==> src/rtl/shc_pkg.sv <==
package shc_pkg;
  localparam int INSTR_W   = 64;
  localparam int NUM_RULES = 12;
  localparam int NUM_PERIPH = 8;
  localparam int WIN_SLOTS = 2;
  localparam int NUM_WIN   = 4;

  // rule bit positions
  localparam int RB_END_IO   = 0;
  localparam int RB_END_RF   = 1;
  localparam int RB_END_A14  = 2;
  localparam int RB_END_Z    = 3;
  localparam int RB_EARLY    = 4;
  localparam int RB_NOSWAP   = 5;
  localparam int RB_RAW      = 6;
  localparam int RB_SFU_R4   = 7;
  localparam int RB_ROT_R5   = 8;
  localparam int RB_ROT_ACC  = 9;
  localparam int RB_MSMASK   = 10;
  localparam int RB_PERIPH   = 11;

  // window slots
  localparam int WN_END = 0;
  localparam int WN_SFU = 1;
  localparam int WN_ZW  = 2;
  localparam int WN_NSW = 3;

  // signal codes
  localparam logic [3:0] SG_END    = 4'd3;
  localparam logic [3:0] SG_WAIT   = 4'd4;
  localparam logic [3:0] SG_COVLD  = 4'd7;
  localparam logic [3:0] SG_COLLD  = 4'd8;
  localparam logic [3:0] SG_COLEND = 4'd9;
  localparam logic [3:0] SG_TMU0   = 4'd10;
  localparam logic [3:0] SG_TMU1   = 4'd11;
  localparam logic [3:0] SG_ALPHA  = 4'd12;
  localparam logic [3:0] SG_SIMM   = 4'd13;
  localparam logic [3:0] SG_LDI    = 4'd14;
  localparam logic [3:0] SG_BRANCH = 4'd15;

  // address codes
  localparam logic [5:0] AD_RF_TOP  = 6'd32;
  localparam logic [5:0] AD_ACC0    = 6'd32;
  localparam logic [5:0] AD_UNIF    = 6'd32;
  localparam logic [5:0] AD_VARY    = 6'd35;
  localparam logic [5:0] AD_NOSWAP  = 6'd36;
  localparam logic [5:0] AD_R5      = 6'd37;
  localparam logic [5:0] AD_MSMASK  = 6'd42;
  localparam logic [5:0] AD_TLB_Z   = 6'd44;
  localparam logic [5:0] AD_TLB_LO  = 6'd44;
  localparam logic [5:0] AD_TLB_HI  = 6'd47;
  localparam logic [5:0] AD_VPM_LO  = 6'd48;
  localparam logic [5:0] AD_VPM_HI  = 6'd50;
  localparam logic [5:0] AD_MUTEX   = 6'd51;
  localparam logic [5:0] AD_SFU_LO  = 6'd52;
  localparam logic [5:0] AD_SFU_HI  = 6'd55;
  localparam logic [5:0] AD_TMU_LO  = 6'd56;
  localparam logic [5:0] AD_RSV14   = 6'd14;
  localparam logic [5:0] AD_ROT_LO  = 6'd48;
  localparam logic [2:0] SEM_TAG    = 3'd4;

  typedef struct packed {
    logic       is_end;
    logic       sig_wait;
    logic       tile_acc;
    logic       wr_a_v;
    logic [4:0] wr_a_addr;
    logic       wr_b_v;
    logic [4:0] wr_b_addr;
    logic       wr_r5;
    logic [3:0] wr_acc;
    logic       rd_a_v;
    logic [4:0] rd_a_addr;
    logic       rd_b_v;
    logic [4:0] rd_b_addr;
    logic       uni_var;
    logic       vpm_acc;
    logic       addr14;
    logic       tlbz_wr;
    logic       noswap_wr;
    logic       tmu_wr;
    logic       sfu_wr;
    logic       r4_read;
    logic       r4_prod;
    logic       rot_r5;
    logic [3:0] rot_acc;
    logic       ms_read;
    logic [NUM_PERIPH-1:0] periph;
  } shc_info_t;

  typedef struct packed {
    logic       a_v;
    logic [4:0] a_addr;
    logic       b_v;
    logic [4:0] b_addr;
    logic       r5;
    logic [3:0] acc;
  } shc_prev_t;
endpackage

==> src/rtl/shc_decode.sv <==
module shc_decode
  import shc_pkg::*;
(
  input  logic [INSTR_W-1:0] instr_i,
  output shc_info_t          info_o
);
  localparam int NUM_MUX = 4;
  localparam int MUX_W   = 3;

  logic [3:0] sig;
  logic       ws;
  logic [5:0] wa, wm, ra, rb, waddr_a, waddr_b;
  logic       alu, simm, rb_addr;
  logic [NUM_MUX-1:0] mux_r4;
  logic [MUX_W-1:0]   mux_sel [NUM_MUX];
  logic       tmu_rd, tlb_rd, tlb_rw, tlb_wr, mutex_rd, sem;
  logic       unused_bits;

  assign sig = instr_i[63:60];
  assign ws  = instr_i[44];
  assign wa  = instr_i[43:38];
  assign wm  = instr_i[37:32];
  assign ra  = instr_i[23:18];
  assign rb  = instr_i[17:12];
  assign unused_bits = ^{instr_i[56:45], instr_i[31:24]};

  genvar k;
  generate
    for (k = 0; k < NUM_MUX; k++) begin : g_mux
      assign mux_sel[k] = instr_i[MUX_W*k +: MUX_W];
      assign mux_r4[k]  = (mux_sel[k] == 3'd4);
    end
  endgenerate

  always_comb begin
    alu     = (sig != SG_LDI) && (sig != SG_BRANCH);
    simm    = (sig == SG_SIMM);
    rb_addr = alu && !simm;
    waddr_a = ws ? wm : wa;
    waddr_b = ws ? wa : wm;

    tmu_rd   = (sig == SG_TMU0) || (sig == SG_TMU1);
    tlb_rd   = (sig == SG_COVLD) || (sig == SG_COLLD) || (sig == SG_ALPHA);
    tlb_rw   = (sig == SG_COLEND);
    tlb_wr   = ((wa >= AD_TLB_LO) && (wa <= AD_TLB_HI)) ||
               ((wm >= AD_TLB_LO) && (wm <= AD_TLB_HI));
    mutex_rd = (alu && (ra == AD_MUTEX)) || (rb_addr && (rb == AD_MUTEX));
    sem      = (sig == SG_LDI) && (instr_i[59:57] == SEM_TAG);

    info_o = '0;
    info_o.is_end    = (sig == SG_END);
    info_o.sig_wait  = (sig == SG_WAIT);
    info_o.tile_acc  = tlb_rd || tlb_rw || tlb_wr;
    info_o.wr_a_v    = (waddr_a < AD_RF_TOP);
    info_o.wr_a_addr = waddr_a[4:0];
    info_o.wr_b_v    = (waddr_b < AD_RF_TOP);
    info_o.wr_b_addr = waddr_b[4:0];
    info_o.wr_r5     = (wa == AD_R5) || (wm == AD_R5);
    for (int n = 0; n < 4; n++) begin
      info_o.wr_acc[n]  = (wa == AD_ACC0 + 6'(n)) || (wm == AD_ACC0 + 6'(n));
      info_o.rot_acc[n] = simm && (rb >= AD_ROT_LO) &&
                          ((mux_sel[1] == 3'(n)) || (mux_sel[0] == 3'(n)));
    end
    info_o.rd_a_v    = alu && (ra < AD_RF_TOP);
    info_o.rd_a_addr = ra[4:0];
    info_o.rd_b_v    = rb_addr && (rb < AD_RF_TOP);
    info_o.rd_b_addr = rb[4:0];
    info_o.uni_var   = (alu && ((ra == AD_UNIF) || (ra == AD_VARY))) ||
                       (rb_addr && ((rb == AD_UNIF) || (rb == AD_VARY)));
    info_o.vpm_acc   = (alu && (ra >= AD_VPM_LO) && (ra <= AD_VPM_HI)) ||
                       (rb_addr && (rb >= AD_VPM_LO) && (rb <= AD_VPM_HI)) ||
                       ((wa >= AD_VPM_LO) && (wa <= AD_VPM_HI)) ||
                       ((wm >= AD_VPM_LO) && (wm <= AD_VPM_HI));
    info_o.addr14    = (alu && (ra == AD_RSV14)) || (rb_addr && (rb == AD_RSV14)) ||
                       (wa == AD_RSV14) || (wm == AD_RSV14);
    info_o.tlbz_wr   = (wa == AD_TLB_Z) || (wm == AD_TLB_Z);
    info_o.noswap_wr = (wa == AD_NOSWAP) || (wm == AD_NOSWAP);
    info_o.tmu_wr    = (wa >= AD_TMU_LO) || (wm >= AD_TMU_LO);
    info_o.sfu_wr    = ((wa >= AD_SFU_LO) && (wa <= AD_SFU_HI)) ||
                       ((wm >= AD_SFU_LO) && (wm <= AD_SFU_HI));
    info_o.r4_read   = alu && (|mux_r4);
    info_o.r4_prod   = tmu_rd || tlb_rd || tlb_rw || info_o.sfu_wr;
    info_o.rot_r5    = simm && (rb == AD_ROT_LO);
    info_o.ms_read   = alu && (ra == AD_MSMASK);
    info_o.periph    = {sem, mutex_rd, info_o.sfu_wr, tlb_rw, tlb_rd, tlb_wr,
                        tmu_rd, info_o.tmu_wr};
  end
endmodule

==> config.mk <==
export PLATFORM = sky130hd
export DESIGN_NAME = shc_decode
export DESIGN_NICKNAME = d
export VERILOG_FILES = /design/src/rtl/shc_pkg.sv /design/src/rtl/shc_decode.sv
export SDC_FILE = /design/constraint.sdc
export NUM_CORES = 1
export LEC_CHECK = 0
export BUFFER_PORTS_ARGS = -buffer_cell sky130_fd_sc_hd__buf_2
export CORE_UTILIZATION = 37
export DETAILED_ROUTE_END_ITERATION = 10
export GPL_TIMING_DRIVEN = 1
export PLACE_DENSITY_LB_ADDON = 0.3
export SLEW_MARGIN = 20
export SYNTH_ARGS = -nofsm -noshare
export SYNTH_HDL_FRONTEND = slang
export SYNTH_SLANG_ARGS = --single-unit
==> constraint.sdc <==
create_clock -name vclk -period 1.97
set_input_delay 0 -clock vclk [all_inputs]
set_output_delay 0 -clock vclk [all_outputs]
set_load 0.01 [all_outputs]
==> implementation parameters <==
Parameter                              Value

Yosys
  Count of different cell masters after synthesis    42
  Portion of synthesized cell area occupied by the leading cell type    0.144
  Largest area contributor in the netlist    sky130_fd_sc_hd__buf_4
  Largest cells by area after synthesis    sky130_fd_sc_hd__buf_4 14%, sky130_fd_sc_hd__mux2_2 9.6%, sky130_fd_sc_hd__nor2_1 6.4%, sky130_fd_sc_hd__nand2_1 6.0%, sky130_fd_sc_hd__nor3b_1 4.8%
  Average cell area after synthesis    6.62 um^2
  Total nets after synthesis    206
  Post-synthesis cell area    940 um^2
  Synth Instances    142
  Warnings, synthesis    0
  Sequential fraction of the synthesis area    0

Power
  Power density over cell area    202 mW/mm^2
  Largest voltage drop on the vdd net    0.000116 V
  Combinational power share    1.000
  Switch Pwr    0.143 mW
  Final total power    0.265 mW
  Share of total power in the clock network    0
  Leak Pwr    0.691 nW
  Seq pwr share    0
  Sw frac    0.541
  Internal cell power    0.122 mW

Layout
  Number of clock buffers in the layout    0
  Final standard cell area without fillers    0.00131 mm^2
  Footprint of the multi-input gates    772 um^2
  Total Nets Final    284
  Area grow syn2layout    39.8%
  Non-filler cells in the finished layout    246
  Fraction of the core area covered by cells at the end of the flow    0.572
  Count of antenna diodes in the layout    0
  Share of final-layout standard cells stronger than drive strength 1    0.495
  Num sequential    0
  Register cell area after layout    0 um^2
  Filler Cell Count    253

Routing
  Initial detailed-routing violation count    21
  Number of detailed-route iterations in the first pass    4
  Sum of routed wire length over all layers    2.95 mm
  Average routed wire per standard cell    12.0 um
  Via total after detailed routing    1319
  Final ANT Viol Nets    0
  Vias per cell    5.36
  Post-detailed-route DRC marker count    0

Die
  Die Footprint    0.00275 mm^2
  Effective utilization at floorplan    0.409
  Number of rows created at floorplan    17
  Core footprint    0.00230 mm^2
  Die width    52.4 um
  Floorplan die height    52.4 um
  Top-level I/O count    119

Run
  # Max-Cap Violations    0

Setup path
  Arrival time at the worst endpoint    1270 ps
  List of cells traversed by the critical path    buf_2 -> and3b_1 -> a32o_1 -> or4_1 -> buf_2
  Critical path class    in2out
  Crit path launch type    input port
  Critical path's slowest cell    sky130_fd_sc_hd__or4_1
  CP dominant cell by count    sky130_fd_sc_hd__buf_2
  Highest fanout seen on the critical path    11
  Worst EP required    1970 ps
  Biggest cell delay along the critical path    500 ps
  Nature of the critical path endpoint    output port

Placed design
  Placer's final routability congestion estimate    0.814
  IO Port Bufs    99
  Placed wire-length estimate after detailed placement    2.38 mm
  Area after DPL    0.00131 mm^2
  Total instance count after detailed placement    246

STA
  Accumulated negative setup slack    0 ps
  Final setup violating endpoints    0
  Portion of the clock cycle consumed by the worst path in the final layout    0.645
  Hold Vio Cnt, Final    0
  Worst-case headroom to the max-slew limit    0.655
  Max-slew violation count    0
  Transition time at the pin with the least slew margin    511 ps
  Setup repair after global routing missed its margin    no
  Min cycle time layout    1270 ps
  Timing-limited maximum frequency    0.787 GHz

Status
  Status    completed

Clock tree
  Hold-fix buffers at CTS    0
  Buffer count from post-CTS setup fixing    0
  Gates resized, CTS repair    0

Global route
  Vias in the first global route    1002
  Global-route wire length before repair    4.24 mm
  Number of antenna violations at the first check in global routing    0
  Global router's overall resource usage    0.192
  Pin count of the biggest net entering global routing    15
  Overflow left after global routing    0

Hold path
  Class of the tightest hold or removal check    in2out
-- per-layer routing --
layer,track usage,wire length [um],vias up
met2,0.335,1400,65
met3,0.0116,252,0
met5,0,0,-
met1,0.270,1300,587
met4,0,0,0
li1,-,-,667
-- through the flow --
step	hold WS [ps]	setup slack, ps
finish	217	699
global route	223	635
CTS	220	698
detailed placement	220	697
global placement	217	695
floorplan	46.4	891
-- layout make-up --
class,count,area share
multi-input combinational,116,0.588
timing repair buffer,99,0.377
tap,28,0.0267
inverter,3,0.00857
-- layout by cell type, fill, tap and decap left out, types with 2 or more instances in the layout --
cell type                  synthesis  routed
sky130_fd_sc_hd__a32o_1            2       2
sky130_fd_sc_hd__nand2_1          15      15
sky130_fd_sc_hd__o22ai_1           4       4
sky130_fd_sc_hd__or3_1             2       2
sky130_fd_sc_hd__nor2_1           16      16
sky130_fd_sc_hd__mux2i_1           2       2
sky130_fd_sc_hd__nand3b_1          3       3
sky130_fd_sc_hd__mux2_2            8       8
sky130_fd_sc_hd__a22oi_1           4       4
sky130_fd_sc_hd__nor2b_1           4       4
sky130_fd_sc_hd__o21ai_0           3       3
sky130_fd_sc_hd__nor4bb_1          3       3
sky130_fd_sc_hd__a21oi_1           3       3
sky130_fd_sc_hd__inv_1             3       3
sky130_fd_sc_hd__nor3b_1           6       6
sky130_fd_sc_hd__nand2b_1          5       5
sky130_fd_sc_hd__nand3_1           5       5
sky130_fd_sc_hd__nor3_1            3       3
sky130_fd_sc_hd__o31ai_1           2       2
sky130_fd_sc_hd__buf_2             2      99
sky130_fd_sc_hd__nor4b_1           2       2
sky130_fd_sc_hd__and3b_1           2       2
sky130_fd_sc_hd__nand4b_1          3       3
sky130_fd_sc_hd__and2_1            2       2
sky130_fd_sc_hd__or4b_1            2       2
-- critical path, delay by kind of cell --
| kind | cells | cell delay [ps] |
|---|---|---|
| simple gates | 2 | 710 |
| buf+inv | 2 | 330 |
| compound gates | 1 | 220 |
-- power by group through the flow --
stage                     clock, mW  sequential (mW)  combinational (mW)
after detailed placement          0                0               0.265
after global placement            0                0               0.263
after global routing              0                0               0.291
after floorplan                   0                0               0.152
final                             0                0               0.265
after CTS                         0                0               0.265
-- cell usage after synthesis (2+ instances only) --
library cell and count:
sky130_fd_sc_hd__nand2b_1 5, sky130_fd_sc_hd__and2_1 2, sky130_fd_sc_hd__mux2_2 8, sky130_fd_sc_hd__o21ai_0 3
sky130_fd_sc_hd__o31ai_1 2, sky130_fd_sc_hd__a21oi_1 3, sky130_fd_sc_hd__clkbuf_1 3, sky130_fd_sc_hd__and3b_1 2
sky130_fd_sc_hd__a22oi_1 4, sky130_fd_sc_hd__o22ai_1 4, sky130_fd_sc_hd__nor4b_1 2, sky130_fd_sc_hd__a32o_1 2
sky130_fd_sc_hd__nand3_1 5, sky130_fd_sc_hd__buf_4 18, sky130_fd_sc_hd__or4b_1 2, sky130_fd_sc_hd__nor2_1 16
sky130_fd_sc_hd__nor4bb_1 3, sky130_fd_sc_hd__nor3b_1 6, sky130_fd_sc_hd__nand2_1 15, sky130_fd_sc_hd__or3_1 2
sky130_fd_sc_hd__nor3_1 3, sky130_fd_sc_hd__nor2b_1 4, sky130_fd_sc_hd__nand3b_1 3, sky130_fd_sc_hd__buf_2 2
sky130_fd_sc_hd__mux2i_1 2, sky130_fd_sc_hd__inv_1 3, sky130_fd_sc_hd__nand4b_1 3
-- logic make-up (layout without fill, tap and decap cells) --
logic type | count (synthesis) | after routing | synth area share
AND/OR/NAND/NOR | 79 | 79 | 0.497
AO/OA/AOI/OAI | 26 | 26 | 0.198
buffers and inverters | 26 | 102 | 0.178
multiplexers | 10 | 10 | 0.117
XOR/XNOR | 1 | 1 | 0.00932
-- final timing paths --
check | startpoint | endpoint | slack [ps] | cells past startpoint
setup / recovery | instr_i[35] | info_o[14] | 700 | 5
hold / removal | instr_i[21] | info_o[32] | 220 | 2
Power figures use the tool's default switching activity.
